File: config.mk
export PLATFORM = sky130hd
export DESIGN_NAME = xing_trigger_unit
export DESIGN_NICKNAME = d
export VERILOG_FILES = /design/src/rtl/trig_pkg.sv /design/src/rtl/trig_capture.sv /design/src/rtl/trig_eval.sv /design/src/rtl/trig_delay.sv /design/src/rtl/xing_trigger_unit.sv
export SDC_FILE = /design/constraint.sdc
export NUM_CORES = 1
export LEC_CHECK = 0
export ABC_AREA = 1
export BUFFER_PORTS_ARGS = -buffer_cell sky130_fd_sc_hd__buf_2
export CAP_MARGIN = 30
export CORE_MARGIN = 1
export CORE_UTILIZATION = 57
export CTS_CLUSTER_SIZE = 20
export DETAILED_ROUTE_END_ITERATION = 7
export PLACE_DENSITY = 0.79
export SKIP_CTS_REPAIR_TIMING = 1
export SLEW_MARGIN = 20
export SYNTH_ARGS = -nofsm -noshare
export SYNTH_HDL_FRONTEND = slang
export SYNTH_HIERARCHICAL = 1
export SYNTH_SLANG_ARGS = --single-unit
File: constraint.sdc
create_clock -name clk -period 7.55 [get_ports clk]
set_input_delay 1.51 -clock clk [delete_from_list [all_inputs] [get_ports clk]]
set_output_delay 1.51 -clock clk [all_outputs]
set_load 0.02 [all_outputs]
File: src/rtl/trig_pkg.sv
package trig_pkg;

    typedef enum logic [1:0] {
        MODE_COUNT  = 2'd0,
        MODE_TAGGER = 2'd1,
        MODE_REMOTE = 2'd2,
        MODE_RSVD   = 2'd3
    } trig_mode_e;

    // Width of a sum of n values of cnt_w bits that cannot overflow.
    function automatic int sum_width(input int cnt_w, input int n);
        return cnt_w + $clog2(n);
    endfunction

    // Modes in which the board data decide the outcome.
    function automatic logic mode_uses_boards(input trig_mode_e m);
        return (m == MODE_COUNT) || (m == MODE_REMOTE);
    endfunction

endpackage

File: src/rtl/trig_capture.sv
// Holds one board's last status word within the open crossing window.
module trig_capture #(
    parameter int W = 13
) (
    input  logic         clk,
    input  logic         rst,
    input  logic         close_win,
    input  logic         in_valid,
    input  logic [W-1:0] in_word,
    output logic         out_present,
    output logic [W-1:0] out_word
);

    logic         held_v;
    logic [W-1:0] held_w;

    always_ff @(posedge clk) begin
        if (rst) begin
            held_v <= 1'b0;
            held_w <= '0;
        end else if (close_win) begin
            held_v <= 1'b0;
        end else if (in_valid) begin
            held_v <= 1'b1;
            held_w <= in_word;
        end
    end

    // A word arriving in the closing cycle still belongs to this window.
    assign out_present = in_valid | held_v;
    assign out_word    = in_valid ? in_word : held_w;

endmodule

File: src/rtl/trig_eval.sv
// Forms the keep/missing result from one window snapshot; one register stage.
module trig_eval
    import trig_pkg::*;
#(
    parameter int N_SRC = 4,
    parameter int CNT_W = 12,
    parameter int TAG_W = 16
) (
    input  logic                     clk,
    input  logic                     rst,
    input  logic                     in_valid,
    input  trig_mode_e               in_mode,
    input  logic [sum_width(CNT_W, N_SRC)-1:0] in_thr,
    input  logic [N_SRC-1:0]         in_en,
    input  logic [N_SRC-1:0]         in_pres,
    input  logic [N_SRC-1:0]         in_acc,
    input  logic [N_SRC*CNT_W-1:0]   in_cnt,
    input  logic                     in_tag,
    input  logic [TAG_W-1:0]         in_xing,
    output logic                     out_valid,
    output logic                     out_keep,
    output logic                     out_missing,
    output logic [TAG_W-1:0]         out_xing
);

    localparam int SUM_W = sum_width(CNT_W, N_SRC);

    logic [CNT_W-1:0] masked [N_SRC];
    logic [SUM_W-1:0] hit_sum;
    logic             any_acc;
    logic             missing;
    logic             keep;

    for (genvar i = 0; i < N_SRC; i++) begin : g_mask
        assign masked[i] = in_en[i] ? in_cnt[i*CNT_W +: CNT_W] : '0;
    end

    always_comb begin
        hit_sum = '0;
        for (int i = 0; i < N_SRC; i++) begin
            hit_sum = hit_sum + SUM_W'(masked[i]);
        end
    end

    assign any_acc = |(in_acc & in_en & in_pres);
    assign missing = |(in_en & ~in_pres);

    always_comb begin
        unique case (in_mode)
            MODE_COUNT:  keep = hit_sum > in_thr;
            MODE_TAGGER: keep = in_tag;
            MODE_REMOTE: keep = any_acc;
            default:     keep = 1'b0;
        endcase
        if (missing && mode_uses_boards(in_mode)) begin
            keep = 1'b0;
        end
    end

    always_ff @(posedge clk) begin
        if (rst) begin
            out_valid   <= 1'b0;
            out_keep    <= 1'b0;
            out_missing <= 1'b0;
            out_xing    <= '0;
        end else begin
            out_valid   <= in_valid;
            out_keep    <= in_valid & keep;
            out_missing <= in_valid & missing;
            if (in_valid) begin
                out_xing <= in_xing;
            end
        end
    end

endmodule

File: src/rtl/trig_delay.sv
// Fixed-depth alignment line; DEPTH may be zero.
module trig_delay #(
    parameter int DW    = 8,
    parameter int DEPTH = 2
) (
    input  logic          clk,
    input  logic          rst,
    input  logic [DW-1:0] d,
    output logic [DW-1:0] q
);

    if (DEPTH == 0) begin : g_bypass
        assign q = d;
    end else begin : g_pipe
        logic [DW-1:0] stg [DEPTH];
        always_ff @(posedge clk) begin
            if (rst) begin
                for (int i = 0; i < DEPTH; i++) stg[i] <= '0;
            end else begin
                stg[0] <= d;
                for (int i = 1; i < DEPTH; i++) stg[i] <= stg[i-1];
            end
        end
        assign q = stg[DEPTH-1];
    end

endmodule

File: src/rtl/xing_trigger_unit.sv
module xing_trigger_unit
    import trig_pkg::*;
#(
    parameter int N_SRC  = 4,
    parameter int CNT_W  = 12,
    parameter int XING_W = 16,
    parameter int LAT    = 4
) (
    input  logic                          clk,
    input  logic                          rst,
    input  logic                          xing_strobe,
    input  logic [N_SRC-1:0]              stat_valid,
    input  logic [N_SRC*CNT_W-1:0]        stat_count,
    input  logic [N_SRC-1:0]              stat_accept,
    input  logic                          tagger_in,
    input  logic [1:0]                    cfg_mode,
    input  logic [CNT_W+$clog2(N_SRC)-1:0] cfg_threshold,
    input  logic [N_SRC-1:0]              cfg_enable,
    output logic                          dec_valid,
    output logic                          dec_keep,
    output logic                          dec_missing,
    output logic [XING_W-1:0]             dec_xing
);

    localparam int SUM_W   = sum_width(CNT_W, N_SRC);
    localparam int FIELD_W = CNT_W + 1;
    localparam int EXTRA   = LAT - 2;

    typedef struct packed {
        logic                     valid;
        logic                     tag;
        trig_mode_e               mode;
        logic [SUM_W-1:0]         thr;
        logic [N_SRC-1:0]         en;
        logic [N_SRC-1:0]         pres;
        logic [N_SRC-1:0]         acc;
        logic [N_SRC*CNT_W-1:0]   cnt;
        logic [XING_W-1:0]        xing;
    } snap_t;

    typedef struct packed {
        logic              valid;
        logic              keep;
        logic              missing;
        logic [XING_W-1:0] xing;
    } dec_t;

    logic [N_SRC-1:0]       win_pres;
    logic [N_SRC-1:0]       win_acc;
    logic [N_SRC*CNT_W-1:0] win_cnt;
    logic [XING_W-1:0]      xing_ctr;
    snap_t                  snap;
    dec_t                   eval_out;
    dec_t                   dec_out;

    // Per-board window capture
    for (genvar i = 0; i < N_SRC; i++) begin : g_src
        logic [FIELD_W-1:0] word;
        trig_capture #(.W(FIELD_W)) u_cap (
            .clk         (clk),
            .rst         (rst),
            .close_win   (xing_strobe),
            .in_valid    (stat_valid[i]),
            .in_word     ({stat_accept[i], stat_count[i*CNT_W +: CNT_W]}),
            .out_present (win_pres[i]),
            .out_word    (word)
        );
        assign win_acc[i]                 = word[CNT_W];
        assign win_cnt[i*CNT_W +: CNT_W]  = word[CNT_W-1:0];
    end

    // Crossing counter and snapshot at window close
    always_ff @(posedge clk) begin
        if (rst) begin
            xing_ctr <= '0;
            snap     <= '0;
        end else begin
            snap.valid <= xing_strobe;
            if (xing_strobe) begin
                xing_ctr  <= xing_ctr + 1'b1;
                snap.tag  <= tagger_in;
                snap.mode <= trig_mode_e'(cfg_mode);
                snap.thr  <= cfg_threshold;
                snap.en   <= cfg_enable;
                snap.pres <= win_pres;
                snap.acc  <= win_acc;
                snap.cnt  <= win_cnt;
                snap.xing <= xing_ctr;
            end
        end
    end

    trig_eval #(
        .N_SRC (N_SRC),
        .CNT_W (CNT_W),
        .TAG_W (XING_W)
    ) u_eval (
        .clk         (clk),
        .rst         (rst),
        .in_valid    (snap.valid),
        .in_mode     (snap.mode),
        .in_thr      (snap.thr),
        .in_en       (snap.en),
        .in_pres     (snap.pres),
        .in_acc      (snap.acc),
        .in_cnt      (snap.cnt),
        .in_tag      (snap.tag),
        .in_xing     (snap.xing),
        .out_valid   (eval_out.valid),
        .out_keep    (eval_out.keep),
        .out_missing (eval_out.missing),
        .out_xing    (eval_out.xing)
    );

    trig_delay #(
        .DW    ($bits(dec_t)),
        .DEPTH (EXTRA)
    ) u_align (
        .clk (clk),
        .rst (rst),
        .d   (eval_out),
        .q   (dec_out)
    );

    assign dec_valid   = dec_out.valid;
    assign dec_keep    = dec_out.keep;
    assign dec_missing = dec_out.missing;
    assign dec_xing    = dec_out.xing;

endmodule

==> results.md, run 1 <==
Synthesis:
- In this run the cell area of the synthesized design comes to 11100 µm².
- The number of cells produced by synthesis is approximately 1600.
- The adder-cell area share of the yosys netlist is roughly 6.9%.
- The number of distinct library cells after synthesis is 36.
- The average instance in the mapped netlist occupies between 6 and 7 µm².
- The number of nets in the synthesized netlist is around 1800.
- Summing the areas of all and, or, nand and nor instances in the mapped netlist gives around 28% of the synthesized area.
- Among all flip-flop cells after synthesis, the most frequent one is dfxtp_1.
- The share of flip-flops with an asynchronous set or reset is 0%.
- Counting flops with a built-in enable in the synthesized netlist gives 0.
- By area the synthesized netlist is led by dfxtp_1 40%, nand2_1 12%, inv_1 8.9%.
- Summed over all instances, the cell type with the most area after synthesis is dfxtp_1.
- After synthesis, flip-flops and latches occupy 40.1% of the total area.
- The number of warnings reported in the yosys synthesis log is 6.
- The share of the synthesized area in compound gates (AO/OA/AOI/OAI) is 9.91%.
- The synthesized-area fraction occupied by xor and xnor cells is ~1.4%.
- In this run, synthesis produced a sequential element count of between 200 and 250.
- The top cell type by area accounts for between 40% and 50% of the synthesized area.
- The main combinational cell family by area after synthesis is simple AND/OR/NAND/NOR gates.
- Measured against the total synthesized area, the mux share comes to 0%.

Clocking:
- TritonCTS built the clock tree.
- The CTS clock-pin slew for the worst setup and hold paths is roughly 0.060 ns.
- Clock tree synthesis selected as its root buffer the cell clkbuf_16.
- Counting along the longest clock path gives a buffer depth of 3.
- At the later pin of the worst-skew pair, clock insertion delay measures roughly 0.51 ns.
- The number of buffers created by CTS is 23.
- Clock tree synthesis found a total of around 220 sinks.
- The maximum level of the CTS H-tree is 1.

Global routing:
- The number of global-route vias before repair is about 9000.
- The pin count of the biggest net entering global routing is between 90 and 100.
- The total global routing track utilization is 24.0%.
- The total congestion overflow is 0.
- The number of antenna violations at the first check in global routing is 0.
- The global-route wire length before repair is roughly 40000 µm.

STA:
- Static timing analysis puts the maximum clock frequency at ~0.23 GHz.
- The remaining max-slew budget at the tightest pin is 38.4%.
- After layout, the worst path uses between 50% and 60% of the clock period.
- The total negative slack for setup checks is 0 ns.
- The transition time at the pin with the least slew margin is 0.925 ns.
- The worst hold slack after final layout is around 0.4 ns.
- The number of max-slew violations in the final report came to 0.
- After layout, the minimum clock period comes to about 4.4 ns.
- The number of setup violations in the final report is 0.
- The number of endpoints with negative hold slack in the final report is 0.
- For the final database, setup skew stands at about 0.0099 ns.
- The final worst-path setup slack is ~3.1 ns.
- Setup repair after global routing left no endpoint under its margin.

Layout:
- The non-filler instance count after layout is 1940.
- Fill cells in the final layout number between 1500 and 2000.
- The area growth from synthesis to layout is 10.0%.
- 0 antenna diodes ended up in the layout.
- The final net count is roughly 1800.
- Registers take roughly 4500 µm².
- The proportion of layout cells with a drive suffix above 1 is 12.4%.
- The multi-input combinational cells in the finished layout cover a total of 5130 µm².

Routing:
- The number of nets still failing antenna checks after routing is 0.
- Wires add up to between 20000 and 25000 µm.
- The mean number of vias per cell is 4.92.
- The pre-antenna-repair detailed-routing pass consisted of 5 iterations.
- After detailed routing, the average wire length per cell comes to 12.0 µm.
- In this run, the number of DRC markers left after iteration 0 of detailed routing was 621.
- The routed via count is about 9500.
- For this run, design rule violations remaining after detail routing come to 0.

Worst setup path:
- At the worst endpoint, the arrival time is between 4 and 5 ns.
- At the worst endpoint, the required time is 7.99 ns.
- The largest single stage delay on the critical path is 0.58 ns.
- The worst setup path is launched from a flip-flop.
- Of all nets on the critical path, the largest fanout is 15.
- Among the stages of the critical path, the cell type that occurs most often is nand2_1.
- The cell with the largest stage delay on the worst path is dfxtp_1.
- By startpoint and endpoint, the worst setup path is classified as reg2reg.
- STA classifies the critical path endpoint as a flip-flop.
- On the critical path the largest part of the delay comes from adder cells.
- Together, buffers and inverters on the worst path number 4.

Pwr:
- For this design the static power due to leakage is 6.38 nW.
- Per report_power, the sequential group accounts for a little under half of the total.
- The internal portion of the total power is 0.00202 W.
- In this run, the clock network consumes a little over two fifths of the power.
- The fraction of power spent switching nets is roughly 26%.
- The largest voltage drop on the vdd net is roughly 130 µV.
- The ratio of total power to cell area is approximately 220 nW/µm².
- The combinational share of power is around 11%.
- The analysis attributes to net switching a power of 0.000697 W.

Placed design:
- The post-placement cell count is approximately 1900.
- Routability-driven placement finished with a final weighted congestion of between 0.9 and 1.
- The number of input and output port buffers inserted is slightly below 100.
- The HPWL after detailed placement is between 15000 and 20000 µm.
- OpenSTA, run right after detailed placement, puts the worst setup slack at about 3.2 ns.

Floorplanning:
- The floorplan has 50 rows.
- The area of the placeable core is about 19000 µm².
- The full die area is between 20000 and 25000 µm².
- The effective utilization at floorplan is 58.8%.
- In this run the vertical extent of the chip is roughly 140 µm.
- Pin placement for this block handled around 100 I/O pins.
- Measured along the x axis, the die boundary spans 142 µm.

Job:
- The number of maximum-capacitance violations is 0.

Outcome:
- The run finished with clean final reports.

Hold path:
- The path type of the worst min-delay path is reg2reg.
-- stage by stage --
step	util [%]	power (W)	cell area, µm²
6_report	64.7	0.00272	12300
2_1_floorplan	-	0.00152	11100
3_3_place_gp	60.6	0.00159	11500
4_1_cts	64.7	0.00274	12300
5_1_grt	64.7	0.00284	12300
3_5_place_dp	60.6	0.00160	11500
-- routing by layer --
metal,vias up,wire length (µm),track usage (%)
li1,4997,-,-
met1,4304,11000,32.3
met2,217,10800,41.1
met3,24,1160,2.80
met4,0,371,6.11
met5,-,0,0
-- cell families after synthesis --
logic type,count (synthesis)
AO/OA/AOI/OAI,215
XOR/XNOR,18
adder cells (fa/ha/maj),53
buffers and inverters,364
flip-flops,223
AND/OR/NAND/NOR,748
-- cells in the final DEF, fill, tap and decap left out, drive strengths merged, types with 11 or more instances in the layout --
cell and instances:
dfxtp 223, o21ai 93, fa 14, nor2 240, nand3 83, nor3 11, ha 39, buf 102
a21oi 109, clkbuf 32, xor2 17, nand2 409, inv 280
-- cell usage after synthesis (17+ instances only) --
cell type / number
a21oi_1: 108
inv_1: 265
buf_2: 21
ha_1: 39
o21ai_0: 85
buf_4: 24
nand2_2: 45
nor2_1: 236
xor2_1: 17
clkbuf_1: 27
dfxtp_1: 223
nand2_1: 364
nand3_1: 79
-- power by group through the flow --
stage / Clock [W] / Combinational, W / Sequential, W
after CTS: 0.00116 / 0.000305 / 0.00127
after floorplan: 0 / 0.000237 / 0.00128
after detailed placement: 0 / 0.000301 / 0.00130
after global routing: 0.00121 / 0.000354 / 0.00128
final: 0.00114 / 0.000304 / 0.00127
after global placement: 0 / 0.000292 / 0.00130
-- final timing paths --
kind | from | endpoint | slack (ns) | depth (start not counted)
min | u_align/g_pipe.stg[0][17] | u_align/g_pipe.stg[0][36] | 0.40 | 2
max | snap[73] | u_eval/out_keep | 3.15 | 27
min reg2reg | u_align/g_pipe.stg[0][17] | u_align/g_pipe.stg[0][36] | 0.40 | 2
max reg2reg | snap[73] | u_eval/out_keep | 3.15 | 27
-- tightest hold or removal path, stage by stage, from the launching register on --
cell and delay (ns):
dfxtp_1 0.29, inv_1 0.04, nor2_1 0.03
-- layout make-up --
type | instances | share of cell area [%]
clock buffers | 32 | 5.30
repair buffers | 102 | 4.29
inverters | 280 | 8.57
flip-flops and latches | 223 | 36.4
multi-input cells | 1034 | 41.8
well taps | 260 | 2.65
clock inverters | 9 | 0.959
-- flip-flops by register name (all words and copies together) (netlist names) --
| signal | flops |
|---|---|
| u_eval/out_missing | 1 |
| u_eval/out_xing | 16 |
| u_eval/out_keep | 1 |
| g_src.u_cap/held_w | 52 |
| g_src.u_cap/held_v | 4 |
| u_eval/out_valid | 1 |
| u_align/g_pipe.stg | 38 |
| snap | 94 |
| xing_ctr | 16 |
(Power assumes the default switching activity.)
==> run 2: changes to the inputs <==
--- a/config.mk
+++ b/config.mk
@@ -5,7 +5,7 @@
 export SDC_FILE = /design/constraint.sdc
 export NUM_CORES = 1
 export LEC_CHECK = 0
-export ABC_AREA = 1
+export ABC_AREA = 0
 export BUFFER_PORTS_ARGS = -buffer_cell sky130_fd_sc_hd__buf_2
 export CAP_MARGIN = 30
 export CORE_MARGIN = 1
==> constraint.sdc (replaced) <==
create_clock -name clk -period 4.27 [get_ports clk]
set_input_delay 0.854 -clock clk [delete_from_list [all_inputs] [get_ports clk]]
set_output_delay 0.854 -clock clk [all_outputs]
set_load 0.02 [all_outputs]
==> results.md, run 2 <==
Outcome:
- The flow ran to the end, but the final reports show violations.
- The final reports fail on negative setup slack.

Routing:
- After detailed routing, the number of remaining DRC violations is 0.
- The mean number of vias per cell is about 5.3.
- The count of nets left with antenna violations once routing finished came out at 0.
- The pre-antenna-repair detailed-routing pass consisted of 5 iterations.
- The initial detailed-routing violation count is 380.
- The routed via count is 7905.
- The final routed wire length divided by cell count is roughly 15 µm.
- The total wire length is between 20000 and 25000 µm.

Synthesis:
- Of all flip-flops after synthesis, the portion carrying an async set or reset was 0%.
- The proportion of synthesized area in mux cells is ~15%.
- The synthesized-area fraction occupied by xor and xnor cells is between 2 and 2.5%.
- By count the netlist is led by 223 x dfxtp_1, 139 x nor2_1, 112 x mux2i_1.
- The library cell occupying the most area in the post-synthesis netlist is dfxtp_1.
- The most frequently used flop master after synthesis is dfxtp_1.
- The fraction of synthesized cell area taken by the top area cell type is between 30% and 40%.
- After synthesis, the cell types taking the most area are dfxtp_1 40%, mux2i_1 9.9%, mux2_2 5.2%.
- After technology mapping, the gate count stands at ~1100.
- The post-synthesis instance area is between 10000 and 15000 µm².
- Summing the areas of all fa, ha and maj instances in the mapped netlist gives just under 7% of the synthesized area.
- The synthesized design contains 0 enable-type register cells.
- Of the synthesized area, sequential elements account for approximately two fifths.
- The main combinational cell family by area after synthesis is simple AND/OR/NAND/NOR gates.
- The net count after synthesis is roughly 1300.
- After Yosys synthesis, and, or, nand and nor cells account for roughly a quarter of the synthesized area.
- During synthesis, Yosys emitted a total of 6 warnings.
- The synthesized area per cell is around 10 µm².
- The number of distinct library cells after synthesis is a little under 60.
- Summing the areas of all compound-gate instances in the mapped netlist gives between 5 and 6% of the synthesized area.
- The most frequent cell after synthesis is dfxtp_1.
- The post-synthesis register bit count is 223.

Floorplanning:
- The die covers roughly 20000 µm².
- The floorplan step set the die width to roughly 140 µm.
- Measured along the y axis, the die boundary spans 143 µm.
- The number of top-level design ports is 99.
- The cell row count is 51.
- Once the floorplan was initialized, standard cells occupied slightly below 60% of the core.
- The area of the placeable core is approximately 19000 µm².

Hold path:
- The startpoint of the lowest-slack hold path is u_align/g_pipe.stg[0][16].
- In this run the worst hold path is classified as reg2reg.
- The terminating pin of the worst hold path is u_align/g_pipe.stg[0][35].
- The number of cells traversed by the worst hold path is 1.

Clocking:
- TritonCTS built the clock tree.
- The root buffer cell chosen for the clock tree is clkbuf_16.
- The number of buffers created by CTS is 25.
- The maximum level of the CTS H-tree is 1.
- The clock passes through at most 3 buffers.
- For the worst-skew pair, the clock arrives at the later sink with an insertion delay of approximately 0.52 ns.
- Clock-pin slew was measured on the worst setup and hold paths at approximately 0.060 ns.
- The clock net in this run drives a total of ~220 sinks.

Worst setup path:
- The worst setup path is launched from a flip-flop.
- The worst reg-to-reg setup slack is -0.25 ns.
- The sort of element at the end of the critical path is a flip-flop.
- The startpoint identified for the worst register-to-register timing path is snap[73].
- The critical path in this run is classified as reg2reg.
- The depth of the worst register-to-register path is 22.
- The capturing point of the worst reg2reg path is u_eval/out_keep.
- The data required time of the worst path is 4.72 ns.
- Data arrives at the worst endpoint at roughly 5.0 ns.
- The top fanout value on the critical path is 8.

Job:
- Across the run, the number of max-cap violations was 0.

STA:
- The number of setup violations in the final report is 1.
- The share of the clock period used by the worst path is 106%.
- Across the routed clock network, the largest skew measured is 0.00918 ns.
- The number of max-slew violations in the final report was 0.
- The final worst-path setup slack is -0.248 ns.
- Setup repair after global routing could not meet its margin everywhere.
- Static timing analysis puts the maximum clock frequency at between 0.2 and 0.25 GHz.
- The number of endpoints with negative hold slack in the final report is 0.
- On the final layout, the worst hold slack is roughly 0.43 ns.
- The transition time at the pin with the least slew margin is 0.967 ns.
- The remaining max-slew budget at the tightest pin is 35.5%.
- Counting I/O delays and the setup requirement, the final critical path takes 4.52 ns.

Layout:
- The proportion of layout cells with a drive suffix above 1 is around a quarter.
- The most common cell after layout, fill and taps aside is dfxtp_1.
- The number of flip-flops in the largest register is between 90 and 100.
- The most flop-heavy register is snap.
- The library cells used most frequently in the layout, excluding fill and tap cells, are 221 x dfxtp_1, 139 x nor2_1, 112 x mux2i_1, 96 x buf_2, 59 x nand2b_1.
- In the final layout, the registers with the most flip-flops are snap (94), g_src.u_cap/held_w (52), u_align/g_pipe.stg (38).
- The number of antenna diodes in the final layout is 0.
- The final net count is ~1400.
- The area growth from synthesis to layout is 15.0%.

Global routing:
- Entering global routing, the biggest net connects between 100 and 150 pins.
- The number of global-route vias before repair was roughly 7400.
- The first global-routing pass estimated between 30000 and 40000 µm of wire.
- The total global routing track utilization is about 22%.
- In this run the most used layer during global routing was met2.
- Global routing consumed, on the met3 layer, 3.09% of the routing resources.
- For this run, global-route usage on met2 was measured as 36.9%.
- Summed over all layers, the global routing overflow is 0.
- Global routing used around 29% of the available met1 tracks.
- The number of antenna violations at the first check in global routing is 0.

Placed design:
- The final weighted congestion in routability-driven placement is between 0.8 and 0.9.
- The count of buffers added on input and output ports is about 100.
- The HPWL after detailed placement is roughly 15000 µm.

Pwr:
- Power spread over the standard cell area amounts to approximately 380 nW/µm².
- IR analysis of the VDD net gives a maximum drop of 315 µV.
- In this run the static leakage power is between 5 and 6 nW.
- The total power consumption of the routed design is between 0.004 and 0.005 W.
==> run 2: through the flow <==
| step | setup TNS [ns] | utilization [%] | setup slack, ns | area [µm²] | cells |
|---|---|---|---|---|---|
| after floorplan | 0 | - | 0.00430 | 11300 | 1129 |
| after global placement | -0.117 | 61.6 | -0.117 | 12000 | 1456 |
| after detailed placement | -0.270 | 61.6 | -0.270 | 12000 | 1456 |
| after CTS | -0.297 | 66.1 | -0.297 | 12900 | 1502 |
| after global routing | -0.503 | 66.7 | -0.503 | 13000 | 1505 |
| final | -0.248 | 66.7 | -0.248 | 13000 | 1505 |
==> run 2: routing by layer <==
layer / vias to the layer above / share of wire, %
met3: 21 / 3.6
met2: 142 / 48
met4: 0 / 1.5
met1: 3722 / 47
met5: - / 0
li1: 4020 / -
==> run 2: worst max-delay path, stage by stage, from the launching register on <==
cell,delay (ns)
dfxtp_4,0.38
and2_4,0.14
ha_1,0.17
inv_2,0.05
fa_2,0.38
nor2b_4,0.15
o31ai_4,0.09
a21oi_2,0.19
a31oi_2,0.12
xor2_1,0.18
fa_1,0.50
inv_2,0.06
ha_4,0.27
nand3_1,0.13
or4_4,0.51
o311ai_2,0.10
ha_1,0.19
nand4_1,0.14
buf_4,0.18
nor3_1,0.18
o41ai_1,0.10
o211ai_1,0.10
o2bb2ai_1,0.12
==> run 2: worst max-delay path by stage <==
stage / to / startpoint / depth (start not counted)
finish: u_eval/out_keep / snap[73] / 22
global route: u_eval/out_keep / snap[73] / 21
CTS: u_eval/out_keep / snap[73] / 21
detailed placement: u_eval/out_keep / snap[73] / 21
global placement: u_eval/out_keep / snap[73] / 21
floorplan: u_eval/out_keep / snap[72] / 23
==> run 2: cell families (layout without fill, tap and decap cells) <==
kind of cell / count (synthesis) / count (layout)
and+or+nand+nor: 418 / 418
DFF: 223 / 223
muxes: 165 / 165
buffers and inverters: 129 / 240
AOI/OAI and AO/OA: 112 / 112
adders and majority gates: 53 / 53
xor gates and xnor gates: 29 / 29
==> run 2: cell type report <==
type                       instances  area, µm²
inverter                          47        176
clock inverter                    14        169
clock buffer                      32        712
tap                              265        332
sequential                       223       4470
multi-input combinational        777       6220
fill                            1480       6480
timing repair buffer             147        898
==> run 2: power breakdown <==
group	switching, W	internal, W	total (W)
Clock	0.000871	0.00137	0.00224
Combinational	0.000233	0.000230	0.000463
Sequential	0.0000506	0.00215	0.00220
==> run 3: changes to the inputs <==
--- a/config.mk
+++ b/config.mk
@@ -9,10 +9,10 @@
 export BUFFER_PORTS_ARGS = -buffer_cell sky130_fd_sc_hd__buf_2
 export CAP_MARGIN = 30
 export CORE_MARGIN = 1
-export CORE_UTILIZATION = 57
+export CORE_UTILIZATION = 54
 export CTS_CLUSTER_SIZE = 20
 export DETAILED_ROUTE_END_ITERATION = 7
-export PLACE_DENSITY = 0.79
+export PLACE_DENSITY = 0.78
 export SKIP_CTS_REPAIR_TIMING = 1
 export SLEW_MARGIN = 20
 export SYNTH_ARGS = -nofsm -noshare
==> constraint.sdc (replaced) <==
create_clock -name clk -period 3.9 [get_ports clk]
set_input_delay 0.78 -clock clk [delete_from_list [all_inputs] [get_ports clk]]
set_output_delay 0.78 -clock clk [all_outputs]
set_load 0.02 [all_outputs]
==> results.md, run 3 (same netlist as run 2, synthesis figures left out) <==
Outcome:
- The flow ran to the end, but the final reports show violations.
- The final reports fail on negative setup slack.

Hold path:
- The path class of the tightest hold or removal check is reg2reg.

Worst setup path:
- The worst setup path is of the reg2reg kind.
- Counting stages on the worst path, the most repeated cell is ha_1.
- In this run the worst path has a maximum fanout of 8.
- The data required time of the worst path is 4.30 ns.
- The largest stage delay on the critical path is 0.53 ns.
- The signal on the critical path passes through buf_4 > and2_1 > ha_1 > or4_4 > o21ai_2 > a21oi_2 > a31oi_2 > xor2_1 > fa_1 > inv_2 > ha_4 > inv_4 > o21bai_4 > mux2i_1 > nor3_2 > o311ai_2 > ha_1 > nand4_1 > nor4_2 > nor3_1 > and3_1 > o2bb2ai_1.
- The cell with the largest stage delay on the worst path is or4_4.
- STA classifies the critical path startpoint as a flip-flop.
- The count of buffering cells on the critical path with inverters included is 3.
- The largest delay contributor family on the critical path is simple AND/OR/NAND/NOR gates.
- The sort of element at the end of the critical path is a flip-flop.
- The arrival time reported for the critical path endpoint is between 4 and 5 ns.

STA:
- The transition time at the pin with the least slew margin is 0.953 ns.
- Counting I/O delays and the setup requirement, the final critical path takes 4.58 ns.
- Setup violations remaining at the end of the flow were counted as 1.
- The remaining max-slew budget at the tightest pin is between 30% and 40%.
- Setup repair after global routing could not meet its margin everywhere.
- Setup slack on the critical path of the routed design comes to -0.684 ns.
- The number of endpoints with negative hold slack in the final report was 0.
- The number of max-slew violations in the final report is 0.
- The highest attainable clock frequency is roughly 0.22 GHz.
- Across all hold checks on the routed design, the worst slack comes to 0.438 ns.
- In the finished design, the share of the clock period the worst path needs comes to 118%.
- The worst clock skew is a little under 0.009 ns.

Pwr:
- Combinational logic is responsible for 10.1% of the overall power.
- The largest voltage drop on the vdd net is roughly 380 µV.
- The sequential power share is between 40% and 50%.
- In this run switching power makes up 22.9% of total power.
- Of the total power, the clock network draws approximately 44%.
- The net switching power of the design is between 0.001 and 0.0015 W.
- The internal power is between 0.004 and 0.005 W.
- Summing internal, switching and leakage power gives about 0.0052 W.
- The standby leakage power is between 5 and 6 nW.
- Dividing total power by cell area gives a power density of just under 400 nW/µm².

Floorplanning:
- The effective utilization at floorplan is a little under three fifths.
- The core region is just over 20000 µm².
- The full die area is 21500 µm².
- The die is approximately 150 µm wide.
- The height of the chip is between 100 and 150 µm.
- The number of top-level design ports is 99.
- The initialized floorplan defines 52 standard-cell rows.

Global routing:
- The number of antenna violations at the first check in global routing is 0.
- The number of global-route vias before repair is slightly below 8000.
- The total congestion overflow is 0.
- Entering global routing, the biggest net connects 103 pins.
- For this run, the total global-route usage over all layers was measured as around a fifth.
- The global-route wire length before repair is between 30000 and 40000 µm.

Layout:
- The final net count is approximately 1400.
- The proportion of layout cells with a drive suffix above 1 is between 20% and 30%.
- The largest registers in the layout are snap (94), g_src.u_cap/held_w (52), u_align/g_pipe.stg (38).
- The most common cell after layout, fill and taps aside is dfxtp_1.
- Compared with the post-synthesis result, the final layout area differs by 16.9%.
- The register with the most flip-flops in the layout has between 90 and 100 of them.
- After filler insertion, the fill cell instance count of the layout stands at 1633.
- In the layout the commonest cells are 221 x dfxtp_1, 139 x nor2_1, 112 x mux2i_1, 96 x buf_2, 68 x buf_4.
- 0 antenna diodes ended up in the layout.
- The most flop-heavy register is snap.

Routing:
- The total wire length is 22400 µm.
- Across all layers, the routed design uses about 8000 vias.
- The count of nets left with antenna violations once routing finished came out at 0.
- The initial detailed-routing violation count is ~380.
- Dividing the detail-routed wire length by the instance count gives about 15 µm.
- The first detailed-routing pass ran for 5 iterations.
- The mean number of vias per cell is between 5 and 6.
- In the routed design, unresolved DRC markers number 0.

Placed design:
- Detailed placement finished with a half-perimeter wire length of between 15000 and 20000 µm.
- The worst setup timing slack at the placement stage is -0.565 ns.
- The final weighted congestion in routability-driven placement is 0.841.
- The number of input and output port buffers inserted is a little under 100.

Clocking:
- In this run the number of H-tree levels came out at 1.
- The TritonCTS clock tree is yes.
- The clock latency reported for the late side of the worst-skew pair is roughly 0.50 ns.
- The root buffer cell chosen for the clock tree is clkbuf_16.
- The buffer depth of the longest clock path is 3.
- The clock net in this run drives a total of around 220 sinks.
- The CTS clock-pin slew for the worst setup and hold paths is ~0.060 ns.
- The number of buffers created by CTS is 24.

Job:
- Max-cap violations in this run came to 0.
[run 3: cell types whose count changed in the layout (fill, tap and decap cells not counted), moves of 3 or more]
cell      delta
buf_4       +21
clkbuf_1     +5
ha_1         -4
ha_4         +3
inv_6        -4
[run 3: power by group through the flow]
stage	combinational [W]	sequential (W)	clock [W]
after floorplan	0.000387	0.00244	0
after global placement	0.000502	0.00246	0
after detailed placement	0.000512	0.00246	0
after CTS	0.000518	0.00241	0.00232
after global routing	0.000580	0.00242	0.00242
final	0.000525	0.00241	0.00226
[run 3: area by class of cell]
type / instances / area (µm²) / area share (%)
tap: 270 / 338 / 2.56
sequential: 223 / 4470 / 33.9
multi-input combinational: 777 / 6300 / 47.8
timing repair buffer: 170 / 1090 / 8.24
clock inverter: 5 / 52.6 / 0.398
clock buffer: 39 / 758 / 5.75
inverter: 47 / 179 / 1.36
[run 3: per-layer routing]
metal / part of all wire [%] / global-route usage [%] / up-vias
met1: 48 / 28.3 / 3696
met5: 0 / 0 / -
met4: 2.0 / 4.95 / 0
li1: - / - / 4079
met3: 3.1 / 2.97 / 32
met2: 47 / 35.5 / 142
[run 3: worst paths after layout]
check	startpoint	end	slack [ns]	cells after the start
worst min-delay path	u_align/g_pipe.stg[0][16]	u_align/g_pipe.stg[0][35]	0.44	1
worst max-delay path	snap[72]	u_eval/out_keep	-0.68	22
worst min register to register	u_align/g_pipe.stg[0][16]	u_align/g_pipe.stg[0][35]	0.44	1
worst max register to register	snap[72]	u_eval/out_keep	-0.68	22
[run 3: through the flow]
| stage | instance area [µm²] | utilization (%) | setup TNS [ns] | std cells |
|---|---|---|---|---|
| floorplan | 11400 | - | -0.296 | 1129 |
| global placement | 12300 | 60.2 | -0.454 | 1484 |
| detailed placement | 12300 | 60.2 | -0.565 | 1484 |
| CTS | 13100 | 64.2 | -0.612 | 1528 |
| global route | 13200 | 64.8 | -0.913 | 1531 |
| finish | 13200 | 64.8 | -0.684 | 1531 |
